$ cat config.mk
export PLATFORM = sky130hd
export DESIGN_NAME = sysreg_access_arb
export DESIGN_NICKNAME = d
export VERILOG_FILES = /design/src/rtl/sra_pkg.sv /design/src/rtl/sra_decode.sv /design/src/rtl/sra_resolve.sv /design/src/rtl/sra_store.sv /design/src/rtl/sysreg_access_arb.sv
export SDC_FILE = /design/constraint.sdc
export NUM_CORES = 1
export LEC_CHECK = 0
export ABC_CLOCK_PERIOD_IN_PS = 9300
export BUFFER_PORTS_ARGS = -buffer_cell sky130_fd_sc_hd__buf_2
export CORE_AREA = 2 2 124 126
export CTS_BUF_LIST = sky130_fd_sc_hd__clkbuf_4 sky130_fd_sc_hd__clkbuf_8
export CTS_CLUSTER_DIAMETER = 200
export CTS_CLUSTER_SIZE = 25
export DETAILED_ROUTE_END_ITERATION = 10
export DIE_AREA = 0 0 126 128
export PLACE_DENSITY = 0.79
export SYNTH_ARGS = -nofsm -noshare
export SYNTH_HDL_FRONTEND = slang
export SYNTH_HIERARCHICAL = 1
export SYNTH_SLANG_ARGS = --single-unit
export TNS_END_PERCENT = 5
$ cat constraint.sdc
create_clock -name clk -period 9.3 [get_ports clk]
set_clock_uncertainty 0.15 [all_clocks]
set_input_delay 0.465 -clock clk [delete_from_list [all_inputs] [get_ports clk]]
set_output_delay 0.465 -clock clk [all_outputs]
set_load 0.02 [all_outputs]
$ cat src/rtl/sra_pkg.sv
package sra_pkg;

    typedef enum logic [4:0] {
        OC_NONE  = 5'b00000,
        OC_DONE  = 5'b00001,
        OC_UNDEF = 5'b00010,
        OC_TRAP2 = 5'b00100,
        OC_TRAP3 = 5'b01000,
        OC_REDIR = 5'b10000
    } outcome_e;

    localparam logic [5:0]  EC_NARROW = 6'h18;
    localparam logic [5:0]  EC_WIDE   = 6'h14;
    localparam logic [11:0] NV_SLOT   = 12'h210;
    localparam int unsigned N_ENC     = 2;

    typedef struct packed {
        logic [1:0] op0;
        logic [2:0] op1;
        logic [3:0] crn;
        logic [3:0] crm;
        logic [2:0] op2;
    } enc_t;

    localparam enc_t ENC_PRIMARY = '{op0: 2'b11, op1: 3'b000, crn: 4'b0010, crm: 4'b0000, op2: 3'b001};
    localparam enc_t ENC_ALIAS   = '{op0: 2'b11, op1: 3'b101, crn: 4'b0010, crm: 4'b0000, op2: 3'b001};

    typedef struct packed {
        logic       lvl2_on;
        logic       lvl3_here;
        logic       hv_rd_trap;
        logic       hv_wr_trap;
        logic       fg_rd_trap;
        logic       fg_wr_trap;
        logic       mon_fg_en;
        logic [2:0] nv;
        logic       host;
        logic       mon_wide_en;
        logic       hv_wide_en;
        logic       hv_ext_ok;
        logic       undef_first;
    } ctl_t;

    typedef struct packed {
        outcome_e    oc;
        logic [5:0]  syn;
        logic        tgt_l2;
        logic [11:0] off;
    } verdict_t;

    function automatic enc_t enc_entry(input int unsigned idx);
        return (idx == 0) ? ENC_PRIMARY : ENC_ALIAS;
    endfunction

endpackage

$ cat src/rtl/sra_decode.sv
module sra_decode
    import sra_pkg::*;
(
    input  enc_t             enc,
    output logic [N_ENC-1:0] hit
);
    for (genvar g = 0; g < N_ENC; g++) begin : g_match
        localparam enc_t REF = enc_entry(g);
        assign hit[g] = (enc == REF);
    end
endmodule

$ cat src/rtl/sra_resolve.sv
module sra_resolve
    import sra_pkg::*;
(
    input  logic       valid,
    input  logic       hit_pri,
    input  logic       hit_ali,
    input  logic [1:0] lvl,
    input  logic       wr,
    input  logic       wide,
    input  ctl_t       ctl,
    output verdict_t   vd
);
    logic coarse, fine, mon_block, mon_undef, hyp_block;
    outcome_e oc;
    logic tgt;

    always_comb begin
        coarse    = wr ? ctl.hv_wr_trap : ctl.hv_rd_trap;
        fine      = (wr ? ctl.fg_wr_trap : ctl.fg_rd_trap) & (~ctl.lvl3_here | ctl.mon_fg_en);
        mon_block = wide & ctl.lvl3_here & ~ctl.mon_wide_en;
        mon_undef = mon_block & ctl.undef_first;
        hyp_block = wide & ctl.lvl2_on & (~ctl.hv_ext_ok | ~ctl.hv_wide_en);
        oc  = OC_NONE;
        tgt = 1'b0;
        if (valid && (hit_pri || hit_ali)) begin
            if (lvl == 2'd0) begin
                oc = OC_UNDEF;
            end else if (hit_pri) begin
                if (lvl == 2'd1) begin
                    if (mon_undef)                  oc = OC_UNDEF;
                    else if (ctl.lvl2_on && coarse) oc = OC_TRAP2;
                    else if (ctl.lvl2_on && fine)   oc = OC_TRAP2;
                    else if (hyp_block)             oc = OC_TRAP2;
                    else if (mon_block)             oc = OC_TRAP3;
                    else if (ctl.nv == 3'b111)      oc = OC_REDIR;
                    else                            oc = OC_DONE;
                end else if (lvl == 2'd2) begin
                    if (mon_undef)      oc = OC_UNDEF;
                    else if (mon_block) oc = OC_TRAP3;
                    else begin
                        oc  = OC_DONE;
                        tgt = ctl.host;
                    end
                end else begin
                    oc = OC_DONE;
                end
            end else begin
                if (lvl == 2'd1) begin
                    if (ctl.nv == 3'b101) oc = OC_REDIR;
                    else if (ctl.nv[0])   oc = OC_TRAP2;
                    else                  oc = OC_UNDEF;
                end else if (lvl == 2'd2) begin
                    if (!ctl.host)      oc = OC_UNDEF;
                    else if (mon_undef) oc = OC_UNDEF;
                    else if (mon_block) oc = OC_TRAP3;
                    else                oc = OC_DONE;
                end else begin
                    oc = ctl.host ? OC_DONE : OC_UNDEF;
                end
            end
        end
        vd.oc     = oc;
        vd.tgt_l2 = tgt;
        vd.syn    = (oc == OC_TRAP2 || oc == OC_TRAP3) ? (wide ? EC_WIDE : EC_NARROW) : 6'h00;
        vd.off    = (oc == OC_REDIR) ? NV_SLOT : 12'h000;
    end
endmodule

$ cat src/rtl/sra_store.sv
module sra_store #(
    parameter int unsigned XLEN = 64,
    localparam int unsigned NHALF = 2
) (
    input  logic                  clk,
    input  logic                  rst,
    input  logic [NHALF-1:0]      we,
    input  logic [NHALF*XLEN-1:0] wd,
    output logic [NHALF*XLEN-1:0] q
);
    for (genvar h = 0; h < NHALF; h++) begin : g_half
        always_ff @(posedge clk) begin
            if (rst)        q[h*XLEN +: XLEN] <= '0;
            else if (we[h]) q[h*XLEN +: XLEN] <= wd[h*XLEN +: XLEN];
        end
    end
endmodule

$ cat src/rtl/sysreg_access_arb.sv
module sysreg_access_arb
    import sra_pkg::*;
#(
    parameter int unsigned XLEN = 64,
    localparam int unsigned RW = 2 * XLEN
) (
    input  logic            clk,
    input  logic            rst,
    input  logic            req_valid,
    input  logic            req_write,
    input  logic            req_wide,
    input  logic [1:0]      enc_op0,
    input  logic [2:0]      enc_op1,
    input  logic [3:0]      enc_crn,
    input  logic [3:0]      enc_crm,
    input  logic [2:0]      enc_op2,
    input  logic [1:0]      priv_lvl,
    input  logic            lvl2_on,
    input  logic            lvl3_here,
    input  logic            hv_rd_trap,
    input  logic            hv_wr_trap,
    input  logic            fg_rd_trap,
    input  logic            fg_wr_trap,
    input  logic            mon_fg_en,
    input  logic [2:0]      nv_bits,
    input  logic            host_mode,
    input  logic            mon_wide_en,
    input  logic            hv_wide_en,
    input  logic            hv_ext_ok,
    input  logic            undef_first,
    input  logic [XLEN-1:0] wr_lo,
    input  logic [XLEN-1:0] wr_hi,
    output logic [4:0]      outcome,
    output logic [5:0]      syndrome,
    output logic            tgt_l2,
    output logic [11:0]     redir_off,
    output logic [XLEN-1:0] rd_lo,
    output logic [XLEN-1:0] rd_hi
);
    enc_t             enc;
    ctl_t             ctl;
    logic [N_ENC-1:0] hit;
    verdict_t         vd;
    logic [RW-1:0]    reg_q;
    logic             local_done, commit, rd_ok;

    assign enc = '{op0: enc_op0, op1: enc_op1, crn: enc_crn, crm: enc_crm, op2: enc_op2};
    assign ctl = '{lvl2_on: lvl2_on, lvl3_here: lvl3_here, hv_rd_trap: hv_rd_trap,
                   hv_wr_trap: hv_wr_trap, fg_rd_trap: fg_rd_trap, fg_wr_trap: fg_wr_trap,
                   mon_fg_en: mon_fg_en, nv: nv_bits, host: host_mode,
                   mon_wide_en: mon_wide_en, hv_wide_en: hv_wide_en,
                   hv_ext_ok: hv_ext_ok, undef_first: undef_first};

    sra_decode u_dec (.enc(enc), .hit(hit));

    sra_resolve u_res (
        .valid(req_valid), .hit_pri(hit[0]), .hit_ali(hit[1]),
        .lvl(priv_lvl), .wr(req_write), .wide(req_wide), .ctl(ctl), .vd(vd)
    );

    assign local_done = (vd.oc == OC_DONE) && !vd.tgt_l2;
    assign commit     = local_done && req_write;
    assign rd_ok      = local_done && !req_write;

    sra_store #(.XLEN(XLEN)) u_store (
        .clk(clk), .rst(rst),
        .we({commit & req_wide, commit}),
        .wd({wr_hi, wr_lo}),
        .q(reg_q)
    );

    assign outcome   = vd.oc;
    assign syndrome  = vd.syn;
    assign tgt_l2    = vd.tgt_l2;
    assign redir_off = vd.off;
    assign rd_lo     = rd_ok ? reg_q[XLEN-1:0] : '0;
    assign rd_hi     = (rd_ok && req_wide) ? reg_q[RW-1:XLEN] : '0;
endmodule

[After elaboration in Yosys (flattened, before gate mapping)]
Cells that the tools add are included.
Word-level totals
  output and inout bits: 152
  logic and storage cells: 70
  input port bits: 166
  bits in registers: 128
Cells by class
  mux-type cells: 33
  bitwise gates (word level): 13
  reduce and logical (&&, ||, !) cells: 12
  eq/ne operators: 10
Operators with widths (number)
  two-way mux 64 bit: 2
  two-way mux 5 bit: 15
  equality test 16 bit (second input constant): 2
  two-way mux 4 bit: 3
  two-way mux 10 bit: 1
  two-way mux 1 bit: 9
  bitwise AND 1 bit: 7
  logical AND 1 bit: 7
  equality test 3 bit (second input constant): 2
  two-way mux 6 bit: 1
  equality test 5 x 1 -> 1 bit (second input constant): 1
  equality test 5 x 3 -> 1 bit (second input constant): 1
  equality test 5 x 4 -> 1 bit (second input constant): 1
  equality test 5 bit (second input constant): 1
  NOT 1 bit: 4
  two-way mux 3 bit: 1
  equality test 2 x 1 -> 1 bit (second input constant): 1
  equality test 2 bit (second input constant): 1
  logical NOT 1 bit: 2
  logical NOT 2 bit: 1
  logical OR 1 bit: 2
  two-way mux 2 bit: 1
  bitwise OR 1 bit: 2

[Depth between registers and ports, before layout]
Gate-level depths: netlist of run 1.
  word-level depth: 16
  gate-level depth with buffers: 15
  mapped depth without buffers: 10

[Cells and area by module]
The synthesis of run 1 kept the hierarchy.
By module, submodules not included
  sra_store: area an instance 4588.2 um^2, instances 1, cells an instance 412, sequential area each 2562.5 um^2
  sysreg_access_arb: area an instance 1641.6 um^2, instances 1, cells an instance 299, sequential area each 0.0 um^2
  sra_resolve: area an instance 452.9 um^2, instances 1, cells an instance 63, sequential area each 0.0 um^2
  sra_decode: area an instance 57.6 um^2, instances 1, cells an instance 7, sequential area each 0.0 um^2

[Worst setup path after synthesis of run 1]
No wires, ideal clock.
  path type: input to output
  start: input port enc_crn[0]
  end: output port rd_lo[0]
  path buffers: 3
  arrival time: 3.707 ns
  slack: 4.978 ns
  required time: 8.685 ns
  cell stages on the path: 10
  path through: or4_1 > nor4_1 > buf_2 > o211a_1 > o21ai_0 > a21oi_1 > or4b_1 > clkbuf_1 > clkbuf_1 > nor4_1
On the way
  cells in the longest elaborated chain, start to end: 8
  elaborated cells between the ends (all ways): 15
  those cells by class: eq/ne: 3; mux: 7; reduce/logical: 5
Ends and longest elaborated chain
  from (decl): line sysreg_access_arb.sv:14  | input logic [3:0] enc_crn,
  equality test 16 bit (*): line sra_decode.sv:9  | assign hit[g] = (enc == REF);
  named net hit[0]: line sysreg_access_arb.sv:42  | logic [N_ENC-1:0] hit;
  two-way mux 5 bit or logical OR 1 bit (tied branches): line sra_resolve.sv:28, sra_resolve.sv:25
  two-way mux 5 bit or logical AND 1 bit (tied branches): line sra_resolve.sv:26, sra_resolve.sv:25
  two-way mux 5 bit (*): line sra_resolve.sv:25  | if (valid && (hit_pri || hit_ali)) begin
  named net outcome[0]: line sysreg_access_arb.sv:33  | output logic [4:0] outcome,
  equality test 5 x 1 -> 1 bit (*): line sysreg_access_arb.sv:61  | assign local_done = (vd.oc == OC_DONE) && !vd.tgt_l2;
  logical AND 1 bit (*): line sysreg_access_arb.sv:61
  logical AND 1 bit (*): line sysreg_access_arb.sv:63  | assign rd_ok = local_done && !req_write;
  two-way mux 64 bit (*): line sysreg_access_arb.sv:76  | assign rd_lo = rd_ok ? reg_q[XLEN-1:0] : '0;
  to (decl): line sysreg_access_arb.sv:37  | output logic [XLEN-1:0] rd_lo,
Mark *: on every way through the listed nets, which the timed path passes. The rest lies on a longest branch.

[Worst setup path after layout of run 1]
  start: input port req_write
  end: output port rd_lo[10]
On the way
  cells in the longest elaborated chain, start to end: 14
  elaborated cells between the ends (all ways): 17
  those cells by class: eq/ne: 1; mux: 10; bitwise: 1; reduce/logical: 5
Ends and longest elaborated chain
  from (decl): line sysreg_access_arb.sv:10  | input logic req_write,
  two-way mux 1 bit: line sra_resolve.sv:19  | fine = (wr ? ctl.fg_wr_trap : ctl.fg_rd_trap) & (~ctl.lvl3_here | ctl.mon_fg_en);
  bitwise AND 1 bit: line sra_resolve.sv:19
  logical AND 1 bit: line sra_resolve.sv:32  | else if (ctl.lvl2_on && fine) oc = OC_TRAP2;
  two-way mux 5 bit: line sra_resolve.sv:32
  two-way mux 5 bit: line sra_resolve.sv:31  | else if (ctl.lvl2_on && coarse) oc = OC_TRAP2;
  two-way mux 5 bit: line sra_resolve.sv:30  | if (mon_undef) oc = OC_UNDEF;
  two-way mux 5 bit: line sra_resolve.sv:29  | if (lvl == 2'd1) begin
  two-way mux 5 bit: line sra_resolve.sv:28  | end else if (hit_pri) begin
  two-way mux 5 bit: line sra_resolve.sv:26  | if (lvl == 2'd0) begin
  two-way mux 5 bit: line sra_resolve.sv:25
  equality test 5 x 1 -> 1 bit: line sysreg_access_arb.sv:61
  logical AND 1 bit: line sysreg_access_arb.sv:61
  logical AND 1 bit (*): line sysreg_access_arb.sv:63
  two-way mux 64 bit (*): line sysreg_access_arb.sv:76
Mark *: on every way between the ends. The rest lies on a longest branch, timed or not.

==> out/metrics.yaml, run 1 <==
sta:
  min_period_over_period_pct: 54.3
  rsz0062_at_grt: "no"
  slew_violations: 0
  finalHoldViolCount: 0
  max_freq_mhz: 198
  setup_tns_ns: 0
  slew_headroom_pct: 28.6
  setup_violations: 0
  period_needed_ns: 5.05
  max_slew.worst_pin.slew_ns: 1.07
clock_network:
  ctsHoldBuffers: 0
  clkSlewWorstSetupHoldPaths_ns: 0.09
  clkLatencyLatePin_ns: 0.42
  cts.sinks: 128
  cts_buffers: 17
  cts_tree: "yes"
  cts_max_level: 4
  post_cts_buffers: 0
  cts_resized: 0
  cts_root_buffer: "clkbuf_8"
  clockBufferDepth: 2
critical_path:
  crit_path_end_kind: "output port"
  cp.arrival_ns: 4.44
  reg2reg_depth: 2
  cp_top_family: "buffers and inverters"
  path_cells: "buf_2 > buf_4 > mux2_1 > a221oi_2 > o2111ai_2 > a2111oi_2 > or4b_4 > buf_4 > nor4_1 > buf_2"
  crit_type: "input pin to output port"
  crit_buf_inv: 4
  max_stage_delay_ns: 0.86
  cp_max_fo: 80
  worst-path-stages: 10
  start_kind: "input pin"
  slowest_stage: "buf_4"
  cp.required_ns: 8.69
yosys:
  synthArstFlopShare_pct: 0
  synthFlopType: "dfxtp_1"
  syn-mean-instance-area_um2: 8.63
  ys_ff_latch: 128
  synth-xor-area-share_pct: 0
  syn_inst: 781
  yosys_warnings: 6
  synth_top_family_by_area: "simple AND/OR/NAND/NOR gates"
  yosys.area_share.adder_pct: 0
  synth.area.mux_share_pct: 19.4
  synth-simple-area-share_pct: 24.2
  synth-compound-area-share_pct: 2.56
  synth_edf_count: 0
  synth.distinct_cells: 41
  syn-cell-area_um2: 6740
  synth-seq-area-share_pct: 38.0
worst_hold_path:
  hp-class: "input pin to register"
  min_delay_path_depth: 3
routing:
  num_vias: 6142
  drt_pass1_iterations: 4
  via_per_inst: 4.93
  drc_errors: 0
  drt-total-wl_um: 17100
  postRouteAntennaNets: 0
  wire_per_inst_um: 13.7
  drtIter0Drc: 293
grt:
  grt_use_total_pct: 20.9
  grt_max_degree: 81
  antenna_found_initial: 0
  grt_pass1_wl_um: 27900
  grt_pass1_vias: 5809
  grt_overflow: 0
layout:
  final_layout_size_suffix_gt1_share_pct: 36.9
  fin_nets: 1210
  antenna-diode-count: 0
  largestRegisters: "u_store/q (128)"
  largest_register: "u_store/q"
  num-fill-cells: 1358
  largest_register_ffs: 128
  area_delta_synth_final_pct: 25.2
  final_cells: 1245
  multi_input_area_um2: 3170
  seq_area_um2: 2560
pwr:
  p_leak_uw: 0.00328
  peakVddDrop_mv: 0.0790
  power.total_uw: 1080
  p_per_area_nw_per_um2: 128
die:
  rows: 45
  pin_count: 318
  die_area_um2: 16100
  start_util_pct: 45.3
  die_height_um: 128
  coreArea_um2: 14900
  die_w_um: 126
placement:
  dp_hpwl_um: 11800
  place_inst: 1213
  numPortBuffers: 304
  gp_congestion: 0.881
outcome:
  status: "finished, final reports clean"
flow_run:
  cap_violations: 0
layout make-up:
| class | count | share of cell area [%] |
|---|---|---|
| timing repair buffer | 312 | 18.8 |
| tap | 188 | 2.79 |
| inverter | 133 | 5.91 |
| clock buffer | 19 | 3.10 |
| sequential | 128 | 30.4 |
| clock inverter | 13 | 1.48 |
| multi-input combinational | 452 | 37.6 |
cell usage in the layout (no fill, tap or decap), types with 2 or more instances in the layout:
cell type and count:
clkinvlp_4 2, nand2b_1 3, buf_4 9, clkinv_2 2, mux2i_1 128, dfxtp_1 128, nor4b_1 2, or4b_1 2
nor3_1 64, inv_6 5, nand2_1 4, or4_1 2, nor3_2 2, buf_2 303, o21ai_0 2, a211oi_1 3
a2111oi_2 2, inv_1 133, nand4b_1 2, a21oi_1 3, clkbuf_8 19, nor4_1 32, conb_1 13, clkinv_4 3
o21ai_1 2, nor4_2 34, nor2_1 132, nand3_1 2
power by group:
group | switching [µW] | total [µW] | internal [µW]
Sequential | 0.000528 | 547 | 547
Combinational | 39.8 | 70.3 | 30.4
Clock | 236 | 466 | 230
through the flow:
stage	hold WS, ns	cell area (µm²)	setup WS [ns]	utilization (%)
after detailed placement	0.331	8060	3.99	54.2
after floorplan	0.310	6790	4.98	-
after global placement	0.321	8060	4.14	54.2
after CTS	0.0802	8440	4.23	56.8
final	0.118	8440	4.25	56.8
after global routing	0.0921	8440	3.93	56.8
synthesized netlist by cell type (all sizes together) (4+ instances only):
| cell type | n | share of area, % |
|---|---|---|
| nand2 | 4 | 0.22 |
| buf | 62 | 7.4 |
| nor2 | 132 | 7.4 |
| or4b | 4 | 0.59 |
| dfxtp | 128 | 38 |
| nor4 | 66 | 9.3 |
| mux2i | 128 | 19 |
| nor3 | 66 | 4.9 |
| clkbuf | 18 | 1.0 |
| inv | 133 | 7.4 |
| o21ai | 4 | 0.30 |
routing by layer:
layer | vias up | GRT usage [%] | share of wire (%)
met1 | 2795 | 26.0 | 42
met4 | 0 | 8.14 | 2.4
met3 | 36 | 6.30 | 8.2
li1 | 3069 | - | -
met2 | 242 | 34.3 | 47
met5 | - | 0 | 0
final timing paths:
kind,endpoint,start,slack [ns]
min,u_store/q[27],wr_lo[27],0.12
max reg2reg,u_store/q[9],u_store/q[9],8.49
max,rd_lo[10],req_write,4.25
min reg2reg,u_store/q[69],u_store/q[69],0.34
worst register-to-register path: stages, from the launching register on:
cell	delay [ns]
dfxtp_1	0.32
mux2i_1	0.15
nor2_1	0.06
cells by family (layout without fill, tap and decap cells):
group | Yosys count | after routing
multiplexers | 130 | 130
buffers and inverters | 213 | 477
other | 1 | 13
AND/OR/NAND/NOR | 289 | 289
flip-flops | 128 | 128
AO/OA/AOI/OAI | 20 | 20
(Power assumes the default switching activity.)
==> run 2, diff against run 1 <==
Settings changed: ABC_CLOCK_PERIOD_IN_PS 9300 to 4100, CORE_AREA 2 2 124 126 to default, CORE_MARGIN from default to 2, CORE_UTILIZATION from default to 44, DIE_AREA 0 0 126 128 to default.
Clock period 9.3 ns to 4.1 ns, I/O delays scaled along.
==> out/metrics.yaml, run 2 (same netlist as run 1, synthesis figures left out) <==
routing:
  postRouteAntennaNets: 0  # unchanged
  drt_pass1_iterations: 5  # +1
  via_per_inst: 5.06  # +2.6%
  drtIter0Drc: 356  # +22%
  wire_per_inst_um: 15.8  # +15%
  drc_errors: 0  # unchanged
  drt-total-wl_um: 21800  # +27%
  num_vias: 6975  # +14%
layout:
  largest_register: "u_store/q"
  final_util_pct: 65.5  # +8.7 points
  seq_area_um2: 2560  # unchanged
  final_layout_size_suffix_gt1_share_pct: 33.1  # -3.8 points
  multi_input_area_um2: 3170  # about the same
  num-fill-cells: 1131  # -17%
  final_common_cell: "buf_2"
  largest_register_ffs: 128  # unchanged
  fin_nets: 1342  # +11%
  layout_common_cells: "buf_2, inv_1, nor2_1"
  area_delta_synth_final_pct: 46.6
  largestRegisters: "u_store/q (128)"
clock_network:
  clkSlewWorstSetupHoldPaths_ns: 0.08  # about the same
  cts_buffers: 17  # unchanged
  clkLatencyLatePin_ns: 0.42  # about the same
  cts_max_level: 4  # unchanged
  cts_tree: "yes"
  cts_root_buffer: "clkbuf_8"
  cts.sinks: 128  # unchanged
  clockBufferDepth: 2  # unchanged
die:
  die_area_um2: 16300  # +1.2%
  start_util_pct: 44.7  # -0.68 points
  rows: 45  # unchanged
  die_w_um: 128  # +1.4%
  die_height_um: 128  # -0.18%
  coreArea_um2: 15100  # +1.5%
  pin_count: 318  # unchanged
sta:
  period_needed_ns: 3.81
  min_period_over_period_pct: 92.9
  rsz0062_at_grt: "no"
  setup_violations: 0  # unchanged
  max_freq_mhz: 263
  setup_tns_ns: 0  # unchanged
  max_slew.worst_pin.slew_ns: 1.11  # +0.0353 ns
  slew_violations: 0  # unchanged
  finalHoldViolCount: 0  # unchanged
  slew_headroom_pct: 26.3  # -2.4 points
placement:
  dp_hpwl_um: 12300  # +4.2%
  gp_congestion: 0.884  # +0.39%
  numPortBuffers: 304  # unchanged
pwr:
  p_per_area_nw_per_um2: 277  # +120%
  power.total_uw: 2740  # +150%
  peakVddDrop_mv: 0.252  # +220%
  p_leak_uw: 0.00388  # +18%
critical_path:
  path_cells: "buf_2 > or4_1 > nor4_1 > buf_4 > o21ai_1 > o21bai_1 > or4_1 > nor2_1 > or4b_2 > buf_6 > nor3_1 > buf_2"
  max_stage_delay_ns: 0.56  # -0.30 ns
  crit_buf_inv: 4  # unchanged
  crit_path_end_kind: "output port"
  cp_max_fo: 64  # -20%
  cp.arrival_ns: 3.45  # -0.99 ns
  cp.required_ns: 3.74  # -4.95 ns
  slowest_stage: "or4_1"
  cp_top_family: "simple AND/OR/NAND/NOR gates"
  crit_type: "input pin to output port"
  start_kind: "input pin"
grt:
  grt_pass1_wl_um: 34300  # +23%
  grt_max_degree: 105  # +30%
  grt_use_total_pct: 26.0  # +5.1 points
  antenna_found_initial: 0  # unchanged
  grt_pass1_vias: 7000  # +21%
  grt_overflow: 0  # unchanged
worst_hold_path:
  hp-class: "input pin to register"
outcome:
  status: "finished, final reports clean"
flow_run:
  cap_violations: 0  # unchanged
-- run 2: repair_timing --
| item | 4_1_cts | 5_1_grt |
|---|---|---|
| gates resized for setup | 0 | 4 |
| setup endpoints to repair | 0 | 102 |
| buffers inserted | 0 | 0 |
| hold endpoints to repair | 128 | 0 |
| hold buffers | 128 | 0 |
-- run 2: per-layer routing --
layer  up-vias  global-route usage (%)  part of all wire, %
met5         -                       0                    0
li1       3338                       -                    -
met4         0                    12.1                  3.3
met1      3224                    29.7                   40
met3        69                    7.35                  7.9
met2       344                    45.1                   49
-- run 2: stage by stage --
step / setup WS [ns] / instance area [µm²] / instances / hold WS [ns]
after CTS: 0.219 / 9860 / 1377 / 0.276
after detailed placement: 0.202 / 8130 / 1217 / 0.295
final: 0.292 / 9880 / 1378 / 0.273
after floorplan: 0.204 / 6790 / 793 / 0.202
after global routing: 0.0261 / 9880 / 1377 / 0.300
after global placement: 0.254 / 8130 / 1217 / 0.286
-- run 2: final timing paths --
path,start,endpoint,slack (ns),depth (start not counted)
max reg2reg,u_store/q[44],u_store/q[44],3.16,2
min reg2reg,u_store/q[87],u_store/q[87],0.35,2
min,rst,u_store/q[65],0.27,2
max,enc_crn[0],rd_hi[20],0.29,12
-- run 2: report_power, final --
group | switching (µW) | leakage, µW | internal [µW]
sequential | 0.00135 | 0.00103 | 1240
clock | 526 | 0.000215 | 706
combinational | 117 | 0.00264 | 149
-- run 2: layout make-up --
type / count / area share [%]
Antenna cell: 1 / 0.0253
Timing Repair Buffer: 444 / 29.9
Clock inverter: 12 / 1.84
Inverter: 133 / 5.05
Multi-Input combinational cell: 452 / 32.1
Sequential cell: 128 / 25.9
Tap cell: 188 / 2.38
Clock buffer: 20 / 2.72
